<file path="src/rtl/fill_pkg.sv">
package fill_pkg;
  localparam int CHUNK_W = 32;
  localparam logic [CHUNK_W-1:0] SCRAMBLE_MUL = 32'h3141_5979;

  typedef enum logic [1:0] {
    ST_IDLE = 2'd0,
    ST_CMD  = 2'd1,
    ST_DATA = 2'd2
  } fill_state_t;
endpackage

</file>
<file path="src/rtl/fill_chunk.sv">
module fill_chunk
  import fill_pkg::*;
#(
  parameter int CHUNK_IDX = 0,
  parameter int CHUNKS    = 2
) (
  input  logic [CHUNK_W-1:0] word_idx,
  input  logic               scramble,
  output logic [CHUNK_W-1:0] chunk
);
  localparam logic [CHUNK_W-1:0] MUL_K = CHUNK_W'(CHUNKS);
  localparam logic [CHUNK_W-1:0] ADD_I = CHUNK_W'(CHUNK_IDX);

  logic [CHUNK_W-1:0] seed;

  always_comb begin
    seed  = word_idx * MUL_K + ADD_I;
    chunk = scramble ? (seed * SCRAMBLE_MUL + 32'd1) : seed;
  end
endmodule

</file>
<file path="src/rtl/fill_pattern.sv">
module fill_pattern
  import fill_pkg::*;
#(
  parameter int DATA_W = 64
) (
  input  logic [CHUNK_W-1:0] word_idx,
  input  logic               scramble,
  output logic [DATA_W-1:0]  word
);
  localparam int CHUNKS = DATA_W / CHUNK_W;

  for (genvar i = 0; i < CHUNKS; i++) begin : g_chunk
    fill_chunk #(
      .CHUNK_IDX(i),
      .CHUNKS   (CHUNKS)
    ) u_chunk (
      .word_idx(word_idx),
      .scramble(scramble),
      .chunk   (word[DATA_W-1-CHUNK_W*i -: CHUNK_W])
    );
  end
endmodule

</file>
<file path="src/rtl/fill_seq.sv">
module fill_seq
  import fill_pkg::*;
#(
  parameter int ADDR_W = 32,
  parameter int LEN_W  = 24
) (
  input  logic              clk,
  input  logic              rst,
  input  logic              start,
  input  logic [ADDR_W-1:0] base,
  input  logic [LEN_W-1:0]  length,
  input  logic              scramble,
  input  logic              cmd_ready,
  input  logic              wd_ready,
  output logic              cmd_valid,
  output logic [ADDR_W-1:0] cmd_addr,
  output logic              wd_valid,
  output logic              done,
  output logic [LEN_W-1:0]  word_idx,
  output logic              mode
);
  fill_state_t       state;
  logic [LEN_W-1:0]  len_q;
  logic [ADDR_W-1:0] addr_q;
  logic              last;

  assign last      = (word_idx == len_q - LEN_W'(1));
  assign cmd_valid = (state == ST_CMD);
  assign wd_valid  = (state == ST_DATA);
  assign cmd_addr  = addr_q;

  always_ff @(posedge clk) begin
    if (rst) begin
      state    <= ST_IDLE;
      done     <= 1'b0;
      word_idx <= '0;
      addr_q   <= '0;
      len_q    <= '0;
      mode     <= 1'b0;
    end else begin
      case (state)
        ST_IDLE: if (start) begin
          done     <= (length == '0);
          word_idx <= '0;
          addr_q   <= base;
          len_q    <= length;
          mode     <= scramble;
          if (length != '0) state <= ST_CMD;
        end
        ST_CMD: if (cmd_ready) state <= ST_DATA;
        ST_DATA: if (wd_ready) begin
          if (last) begin
            state <= ST_IDLE;
            done  <= 1'b1;
          end else begin
            word_idx <= word_idx + LEN_W'(1);
            addr_q   <= addr_q + ADDR_W'(1);
            state    <= ST_CMD;
          end
        end
        default: state <= ST_IDLE;
      endcase
    end
  end

  a_r4_cmd_hold: assert property (@(posedge clk) disable iff (rst)
    (cmd_valid && !cmd_ready) |=> (cmd_valid && $stable(cmd_addr)));
  a_r4_data_follows: assert property (@(posedge clk) disable iff (rst)
    (cmd_valid && cmd_ready) |=> wd_valid);
  a_r5_data_hold: assert property (@(posedge clk) disable iff (rst)
    (wd_valid && !wd_ready) |=> (wd_valid && $stable(word_idx)));
  a_r5_one_channel: assert property (@(posedge clk) disable iff (rst)
    !(cmd_valid && wd_valid));
  a_r3_addr_step: assert property (@(posedge clk) disable iff (rst)
    (wd_valid && wd_ready && !done && cmd_valid == 1'b0 && !last) |=>
      (cmd_valid && cmd_addr == $past(cmd_addr) + ADDR_W'(1)));
  a_r9_done_hold: assert property (@(posedge clk) disable iff (rst)
    (done && !start) |=> done);
  a_r10_zero_len: assert property (@(posedge clk) disable iff (rst)
    (state == ST_IDLE && start && length == '0) |=> (done && !cmd_valid));
  a_r11_busy_start: assert property (@(posedge clk) disable iff (rst)
    (cmd_valid && !cmd_ready && start) |=> (cmd_valid && !done));
endmodule

</file>
<file path="src/rtl/mem_fill_engine.sv">
module mem_fill_engine
  import fill_pkg::*;
#(
  parameter int ADDR_W = 32,
  parameter int LEN_W  = 24,
  parameter int DATA_W = 64
) (
  input  logic              clk,
  input  logic              rst,
  input  logic              start,
  input  logic [ADDR_W-1:0] base,
  input  logic [LEN_W-1:0]  length,
  input  logic              scramble,
  output logic              done,
  output logic              cmd_valid,
  input  logic              cmd_ready,
  output logic              cmd_we,
  output logic [ADDR_W-1:0] cmd_addr,
  output logic              wd_valid,
  input  logic              wd_ready,
  output logic [DATA_W-1:0] wd_data
);
  logic [LEN_W-1:0] word_idx;
  logic             mode;

  assign cmd_we = 1'b1;

  fill_seq #(
    .ADDR_W(ADDR_W),
    .LEN_W (LEN_W)
  ) u_seq (
    .clk      (clk),
    .rst      (rst),
    .start    (start),
    .base     (base),
    .length   (length),
    .scramble (scramble),
    .cmd_ready(cmd_ready),
    .wd_ready (wd_ready),
    .cmd_valid(cmd_valid),
    .cmd_addr (cmd_addr),
    .wd_valid (wd_valid),
    .done     (done),
    .word_idx (word_idx),
    .mode     (mode)
  );

  fill_pattern #(
    .DATA_W(DATA_W)
  ) u_pat (
    .word_idx(CHUNK_W'(word_idx)),
    .scramble(mode),
    .word    (wd_data)
  );

  a_r5_data_stable: assert property (@(posedge clk) disable iff (rst)
    (wd_valid && !wd_ready) |=> $stable(wd_data));
  a_r2_write_cmd: assert property (@(posedge clk) disable iff (rst)
    cmd_valid |-> cmd_we);
endmodule

</file>
<file path="config.mk">
export PLATFORM = sky130hd
export DESIGN_NAME = mem_fill_engine
export DESIGN_NICKNAME = d
export VERILOG_FILES = /design/src/rtl/fill_pkg.sv /design/src/rtl/fill_chunk.sv /design/src/rtl/fill_pattern.sv /design/src/rtl/fill_seq.sv /design/src/rtl/mem_fill_engine.sv
export SDC_FILE = /design/constraint.sdc
export NUM_CORES = 1
export LEC_CHECK = 0
export ABC_AREA = 1
export BUFFER_PORTS_ARGS = -buffer_cell sky130_fd_sc_hd__buf_2
export CORE_UTILIZATION = 48
export CTS_BUF_LIST = sky130_fd_sc_hd__clkbuf_4 sky130_fd_sc_hd__clkbuf_8
export CTS_CLUSTER_DIAMETER = 30
export CTS_CLUSTER_SIZE = 25
export DETAILED_ROUTE_END_ITERATION = 6
export PLACE_DENSITY = 0.74
export SLEW_MARGIN = 20
export SYNTH_ARGS = -nofsm -noshare
export SYNTH_HDL_FRONTEND = slang
export SYNTH_HIERARCHICAL = 1
export SYNTH_SLANG_ARGS = --single-unit
</file>
<file path="constraint.sdc">
create_clock -name clk -period 15.44 [get_ports clk]
set_input_delay 0 -clock clk [delete_from_list [all_inputs] [get_ports clk]]
set_output_delay 0 -clock clk [all_outputs]
set_load 0.02 [all_outputs]
</file>
==> run_results.csv, run 1 <==
group,metric,value,unit
run_status,status,"completed",
route,drt_pass1_iterations,6,
critical_path,worstSetupStartpointType,"register",
route,dr_wl_met3,4903,um
synth,synthMuxAreaShare,0.002164,
synth,main_combinational_cell_family_by_area_after_synthesis,"adder cells",
clocking,cts_buffers,9,
global_route,grt_start_max_net_pins,78,
sta,layout_min_cycle_time,7.664,ns
route,wirelength,64680,um
clocking,cts.reportedPaths.clkPinSlew,0.09,ns
synth,synth_area,0.02313,mm^2
route,vias_per_cell,5.184,
placed_design,gpl.final_weighted_congestion,0.9871,
critical_path,cp.arrival,7.66,ns
sta,worst_clock_skew,0.01333,ns
floorplanning,start_util,0.4855,
synth,post_synth_xor_area_fraction,0.04090,
synth,syn_inst,2997,
floorplanning,die_width,221.5,um
critical_path,reg_to_reg_start,"u_seq/word_idx[12]",
sta,max_clock_freq,130.5,MHz
sta,final_min_period_over_clock_period,0.4964,
finish,fraction_of_layout_instances_using_a_drive_strength_above_1,0.09389,
run,drv_cap,0,
clocking,clock_tree.htree_level_count,3,
placed_design,hpwl,51880,um
route,post-route-drc-count,0,
route,detailroute.wirelength.met2,31020,um
finish,design_area,0.02551,mm^2
floorplanning,core_region_area,0.04765,mm^2
power_and_ir_drop,finalPower,0.0007341,W
global_route,grt_pass1_vias,20142,
critical_path,crit_path_max_fanout,17,
placed_design,place_area,0.02475,mm^2
clocking,clk_latency,0.39,ns
synth,synth.yosys.warnings,6,
sta,timing.max_slew.rel_slack,0.3447,
sta,finalSetupViolations,0,
critical_path,end_kind,"primary output",
synth,avg_synthesized_cell_area,7.718,um^2
route,dr_total_vias,19980,
power_and_ir_drop,peakVddDrop,52.17,uV
synth,synth_compound_area_frac,0.06140,
sta,worst_slew_pin_slew,0.9816,ns
floorplanning,placement_rows,80,
synth,ys_seq_area_frac,0.07270,
floorplanning,die_y,221.5,um
finish,seq_area,0.001685,mm^2
synth,synth-seq-cells,84,
finish,nNetsFinal,3993,
synth,edff_count_synth,0,
hold_path,hold_path.startpoint,"base[0]",
clocking,cts_tree,"yes",
power_and_ir_drop,leakagePower,14.76,nW
finish,area_growth_from_synthesis_to_layout,10.31,%
floorplanning,io_pins,162,
global_route,number_of_antenna_violations_at_the_first_check_in_global_routing,1,
route,drt_first_iter_violations,1438,
synth,synth_top_flop_cell,"sky130_fd_sc_hd__dfxtp_1",
power_and_ir_drop,powerDensity,28.77,mW/mm^2
synth,post_synth_num_cell_types,54,
sta,final_total_negative_setup_slack,0,ns
floorplanning,die_area,0.04907,mm^2
sta,final_critical_path_setup_slack,7.776,ns
synth,arithmetic_cell_share_of_the_synthesized_area_counting_full_adders_half_adders_and_majority_gates,0.4889,
critical_path,startpoint,"u_seq/word_idx[12]",
synth,synth_async_reset_ratio,0,
critical_path,critical_path_class,"register to primary output",
sta,hold_ws,0.07306,ns
clocking,cts.sink_count,84,
sta,rsz0062_at_grt,"false",
route,top_layer_used,"met4",
route,number_of_nets_with_antenna_violations_after_detailed_routing,0,
route,routed_wire_length_per_instance,16.78,um
finish,fill_cells,4498,
sta,final_max_slew_viol_count,0,
placed_design,placement.setup.worst_slack,8.241,ns
finish,multi_input_comb_area,0.01878,mm^2
placed_design,placement.io_buffers,160,
synth,yosys.area_share.simple,0.2116,
sta,number_of_hold_violations_in_the_final_report,0,
critical_path,critPathRequiredTime,15.44,ns
global_route,groute.usage.overall,0.2693,
route,detail_route.wirelength.met1,26940,um
global_route,global_route_wire_length_before_repair,104400,um
global_route,global_route.overflow_total,0,
clocking,cts.path.max_buffers,2,
hold_path,min_path_type,"input port to register",
clocking,cts_root_buffer,"sky130_fd_sc_hd__clkbuf_8",
-- final timing paths --
check                                          to  slack (ns)  cells past startpoint
worst max-delay path                  wd_data[60]        7.78                     25
worst max register to register  u_seq/cmd_addr[5]       11.78                     13
worst min-delay path            u_seq/cmd_addr[0]        0.07                      6
worst min register to register         u_seq/done        0.48                      2
-- worst max-delay path, stage by stage (launching register included) --
cell,delay [ns]
sky130_fd_sc_hd__dfxtp_1,0.98
sky130_fd_sc_hd__inv_1,0.40
sky130_fd_sc_hd__fa_1,0.62
sky130_fd_sc_hd__inv_1,0.05
sky130_fd_sc_hd__fa_1,0.47
sky130_fd_sc_hd__fa_1,0.51
sky130_fd_sc_hd__inv_1,0.06
sky130_fd_sc_hd__fa_1,0.50
sky130_fd_sc_hd__inv_1,0.06
sky130_fd_sc_hd__fa_1,0.49
sky130_fd_sc_hd__inv_1,0.05
sky130_fd_sc_hd__fa_1,0.47
sky130_fd_sc_hd__inv_1,0.06
sky130_fd_sc_hd__fa_1,0.45
sky130_fd_sc_hd__ha_1,0.32
sky130_fd_sc_hd__ha_1,0.38
sky130_fd_sc_hd__a21oi_1,0.25
sky130_fd_sc_hd__o21ai_1,0.11
sky130_fd_sc_hd__a21oi_1,0.14
sky130_fd_sc_hd__nand3_1,0.18
sky130_fd_sc_hd__nand2_1,0.11
sky130_fd_sc_hd__nand3_1,0.09
sky130_fd_sc_hd__or2_1,0.22
sky130_fd_sc_hd__nand3_1,0.07
sky130_fd_sc_hd__o21ai_1,0.06
sky130_fd_sc_hd__buf_2,0.17
-- power breakdown --
part / switching [W] / internal [W]
combinational: 0.000207 / 0.000116
sequential: 0.0000243 / 0.000233
clock: 0.0000909 / 0.0000627
total: 0.000322 / 0.000412
-- sequential cells by signal (all words and copies together), names as in the netlist --
name and count:
u_seq/cmd_addr 32, u_seq/len_q 24, u_seq/word_idx 24, u_seq/done 1, u_seq/state 2, u_seq/mode 1
-- Yosys cell counts (3+ instances only) --
cell,number,area share
sky130_fd_sc_hd__a211oi_1,3,0.00097
sky130_fd_sc_hd__a21o_1,6,0.0019
sky130_fd_sc_hd__a21oi_1,80,0.017
sky130_fd_sc_hd__a21oi_2,17,0.0064
sky130_fd_sc_hd__a31oi_1,5,0.0014
sky130_fd_sc_hd__buf_1,3,0.00049
sky130_fd_sc_hd__buf_2,8,0.0017
sky130_fd_sc_hd__buf_4,8,0.0026
sky130_fd_sc_hd__buf_6,4,0.0019
sky130_fd_sc_hd__clkbuf_1,34,0.0055
sky130_fd_sc_hd__dfxtp_1,84,0.073
sky130_fd_sc_hd__fa_1,343,0.30
sky130_fd_sc_hd__ha_1,355,0.19
sky130_fd_sc_hd__inv_1,653,0.11
sky130_fd_sc_hd__inv_2,18,0.0029
sky130_fd_sc_hd__mux2i_1,5,0.0022
sky130_fd_sc_hd__nand2_1,578,0.094
sky130_fd_sc_hd__nand2_2,12,0.0032
sky130_fd_sc_hd__nand3_1,140,0.030
sky130_fd_sc_hd__nand3_2,12,0.0052
sky130_fd_sc_hd__nand3b_1,11,0.0036
sky130_fd_sc_hd__nand4_1,31,0.0084
sky130_fd_sc_hd__nor2_1,251,0.041
sky130_fd_sc_hd__nor2_2,13,0.0035
sky130_fd_sc_hd__nor2_4,5,0.0024
sky130_fd_sc_hd__nor3_1,28,0.0061
sky130_fd_sc_hd__nor4_1,11,0.0030
sky130_fd_sc_hd__o21ai_0,79,0.017
sky130_fd_sc_hd__o21ai_1,29,0.0063
sky130_fd_sc_hd__o21ai_2,7,0.0027
sky130_fd_sc_hd__o21bai_1,5,0.0016
sky130_fd_sc_hd__o31ai_1,3,0.00097
sky130_fd_sc_hd__or2_1,19,0.0051
sky130_fd_sc_hd__or2_2,5,0.0014
sky130_fd_sc_hd__xnor2_1,44,0.017
sky130_fd_sc_hd__xor2_1,64,0.024
-- repair_timing --
| item | in CTS | in global routing |
|---|---|---|
| hold buffers | 59 | 0 |
| hold endpoints to repair | 58 | 0 |
| buffers inserted | 0 | 0 |
| resized for setup | 0 | 0 |
-- through the flow --
step	instances	util
global placement	3778	0.5194
floorplan	3036	-
CTS	3853	0.5355
global route	3854	0.5355
finish	3854	0.5355
detailed placement	3778	0.5194
-- cell usage in the layout (no fill, tap or decap), drive strengths merged --
| cell | count |
|---|---|
| inv | 672 |
| nand2 | 591 |
| ha | 355 |
| fa | 343 |
| nor2 | 269 |
| buf | 185 |
| nand3 | 152 |
| o21ai | 116 |
| a21oi | 98 |
| dfxtp | 84 |
| xor2 | 64 |
| dlygate4sd3 | 59 |
| xnor2 | 44 |
| conb | 41 |
| nand4 | 31 |
| nor3 | 30 |
| or2 | 24 |
| nor4 | 13 |
| nand3b | 11 |
| clkbuf | 11 |
| o21bai | 8 |
| a21o | 6 |
| a31oi | 5 |
| mux2i | 5 |
| a211oi | 3 |
| o31ai | 3 |
| clkinv | 3 |
| clkinvlp | 2 |
| and3 | 2 |
| o22ai | 2 |
| or4 | 2 |
| diode | 1 |
| a221oi | 1 |
| o21a | 1 |
| o211ai | 1 |
| and2 | 1 |
-- cell type report --
| type | instances | area share |
|---|---|---|
| flip-flops and latches | 84 | 0.06606 |
| repair buffers | 244 | 0.06189 |
| clock buffers | 11 | 0.005443 |
| clock inverters | 5 | 0.001471 |
| diodes | 1 | 0.00009808 |
| inverters | 672 | 0.09886 |
| well taps | 615 | 0.03016 |
| multi-input cells | 2222 | 0.7360 |
-- layer usage --
metal | global-route usage | up-vias
li1 | - | 9672
met1 | 0.3453 | 9453
met2 | 0.4626 | 738
met3 | 0.04665 | 117
met4 | 0.08244 | 0
met5 | 0 | -
-- kinds of logic after synthesis --
family / Yosys count
simple gates: 1126
buf+inv: 730
flops: 84
fa+ha+maj: 698
compound gates: 244
mux: 5
other cells: 2
xor+xnor: 108
Power figures use the tool's default switching activity.
==> run 2, diff against run 1 <==
- PLACE_DENSITY: 0.74 -> 0.76
- clock period: 15.44 -> 6.5 ns (I/O delays scaled with it)
==> run_results.csv, run 2 (synthesis gave the netlist of run 1 again) <==
group,metric,value,unit
run_status,status,"completed",
sta,final_min_period_over_clock_period,0.9911,
route,drt_pass1_iterations,6,
floorplanning,start_util,0.4855,
finish,nNetsFinal,4087,
sta,rsz0062_at_grt,"true",
global_route,grt_pass1_vias,20522,
clocking,cts.sink_count,84,
clocking,cts.reportedPaths.clkPinSlew,0.10,ns
finish,fraction_of_layout_instances_using_a_drive_strength_above_1,0.1960,
global_route,global_route_wire_length_before_repair,107400,um
finish,most-common-layout-cells,"sky130_fd_sc_hd__inv_1, sky130_fd_sc_hd__nand2_1, sky130_fd_sc_hd__fa_1",
finish,final_common_cell,"sky130_fd_sc_hd__inv_1",
critical_path,critical_path.most_common_cell,"sky130_fd_sc_hd__fa_1",
critical_path,crit_slowest_cell,"sky130_fd_sc_hd__fa_1",
floorplanning,core_region_area,0.04765,mm^2
route,dr_total_vias,20640,
route,post-route-drc-count,0,
hold_path,min_path_type,"input port to register",
power_and_ir_drop,leakagePower,15.39,nW
sta,number_of_hold_violations_in_the_final_report,0,
clocking,clk_latency,0.39,ns
finish,area_growth_from_synthesis_to_layout,20.91,%
route,drt_first_iter_violations,1816,
floorplanning,die_y,221.5,um
clocking,cts_tree,"yes",
finish,antenna_cells_inserted,0,
placed_design,place_area,0.02509,mm^2
critical_path,cp.arrival,6.44,ns
finish,layout.cells.non_filler,3947,
clocking,cts.path.max_buffers,2,
sta,finalSetupViolations,0,
sta,final_max_slew_viol_count,0,
floorplanning,placement_rows,80,
critical_path,timing.critical_path.cells,"clkinvlp_4 > buf_6 > fa_1 > inv_2 > fa_2 > fa_1 > inv_1 > fa_1 > inv_2 > fa_1 > inv_2 > fa_1 > inv_2 > fa_1 > ha_4 > ha_4 > nand2_4 > nor3_4 > and3_1 > nand2_2 > nand4_1 > nand3_1 > nand2_1 > buf_6",
critical_path,worstSetupStartpointType,"register",
finish,final_core_utilization,0.5869,
placed_design,gpl.final_weighted_congestion,0.9744,
critical_path,critical_path_class,"register to primary output",
sta,timing.max_slew.rel_slack,0.3006,
critical_path,crit_path_max_fanout,4,
sta,worst_slew_pin_slew,1.047,ns
critical_path,end_kind,"primary output",
global_route,number_of_antenna_violations_at_the_first_check_in_global_routing,1,
floorplanning,die_width,221.5,um
sta,worst_clock_skew,0.01596,ns
route,number_of_nets_with_antenna_violations_after_detailed_routing,0,
finish,fill_cells,4108,
run,drv_cap,0,
critical_path,critical_path.n_buffers_inverters,8,
route,wirelength,69400,um
critical_path,critPathRequiredTime,6.50,ns
power_and_ir_drop,powerDensity,66.20,mW/mm^2
floorplanning,io_pins,162,
sta,layout_min_cycle_time,6.442,ns
power_and_ir_drop,finalPower,0.001851,W
finish,design_area,0.02797,mm^2
clocking,clock_tree.htree_level_count,3,
critical_path,timing.critical_path.max_delay_family,"adder cells",
global_route,global_route.overflow_total,0,
route,vias_per_cell,5.229,
power_and_ir_drop,peakVddDrop,153.0,uV
clocking,cts_root_buffer,"sky130_fd_sc_hd__clkbuf_8",
placed_design,hpwl,54890,um
critical_path,cp_slowest_stage_delay,0.56,ns
global_route,grt_start_max_net_pins,65,
route,routed_wire_length_per_instance,17.58,um
sta,max_clock_freq,155.2,MHz
placed_design,placement.io_buffers,160,
global_route,groute.usage.overall,0.2764,
finish,largest_reg_flops,32,
placed_design,place.detailed.instances,3819,
floorplanning,die_area,0.04907,mm^2
clocking,cts_buffers,9,
[run 2: cell types whose count changed in the layout (fill, tap and decap cells not counted), sizes merged]
cell,delta
buf,+94
clkinvlp,+14
inv,-14
bufinv,+1
diode,-1
dlygate4sd3,-1
[run 2: tightest hold or removal path, cell delays in order]
cell and delay, ns:
sky130_fd_sc_hd__buf_2 0.08, sky130_fd_sc_hd__mux2i_1 0.07, sky130_fd_sc_hd__nand3_1 0.09, sky130_fd_sc_hd__nand2_1 0.05, sky130_fd_sc_hd__nor2_1 0.10
[run 2: stage by stage]
stage / setup TNS [ns] / setup WS, ns / hold slack, ns
6_report: 0 / 0.05761 / 0.03520
5_1_grt: -1.797 / -0.1331 / 0.04531
4_1_cts: 0 / 0.001149 / 0.0002525
3_5_place_dp: 0 / 0.004889 / 0.2594
3_3_place_gp: 0 / 0.04067 / 0.2606
2_1_floorplan: 0 / 0.2545 / 0.1490
[run 2: metal layers]
layer,GRT usage,part of all wire
met1,0.3634,0.41
met2,0.4814,0.49
met3,0.02982,0.067
met4,0.07751,0.032
met5,0,0.00019
[run 2: path summary, 6_finish.rpt]
path | from | end | slack (ns) | depth (start not counted)
min reg2reg | u_seq/done | u_seq/done | 0.48 | 2
min | base[2] | u_seq/cmd_addr[2] | 0.04 | 5
max reg2reg | u_seq/word_idx[1] | u_seq/cmd_addr[24] | 3.30 | 18
max | u_seq/word_idx[22] | wd_data[30] | 0.06 | 24
[run 2: where the power goes]
group	switching (W)	internal, W	total, W
Sequential	0.0000579	0.000548	0.000606
Clock	0.000227	0.000196	0.000423
Combinational	0.000511	0.000310	0.000822
Total	0.000796	0.00106	0.00185
[run 2: final cells by class]
class | instances | area [um^2] | area share
well taps | 615 | 769.5 | 0.02752
repair buffers | 338 | 2451 | 0.08765
inverters | 672 | 2595 | 0.09279
clock buffers | 10 | 137.6 | 0.004921
flip-flops and latches | 84 | 1740 | 0.06223
clock inverters | 6 | 78.83 | 0.002819
multi-input cells | 2222 | 20190 | 0.7221
[run 2: repair_timing]
item                       4_1_cts  5_1_grt
setup endpoints to repair       29       37
pin swaps                       22      129
resized for setup              137      228
hold buffers                    58        0
hold endpoints to repair        57        0
buffers inserted                19       34
cloned                           0        1
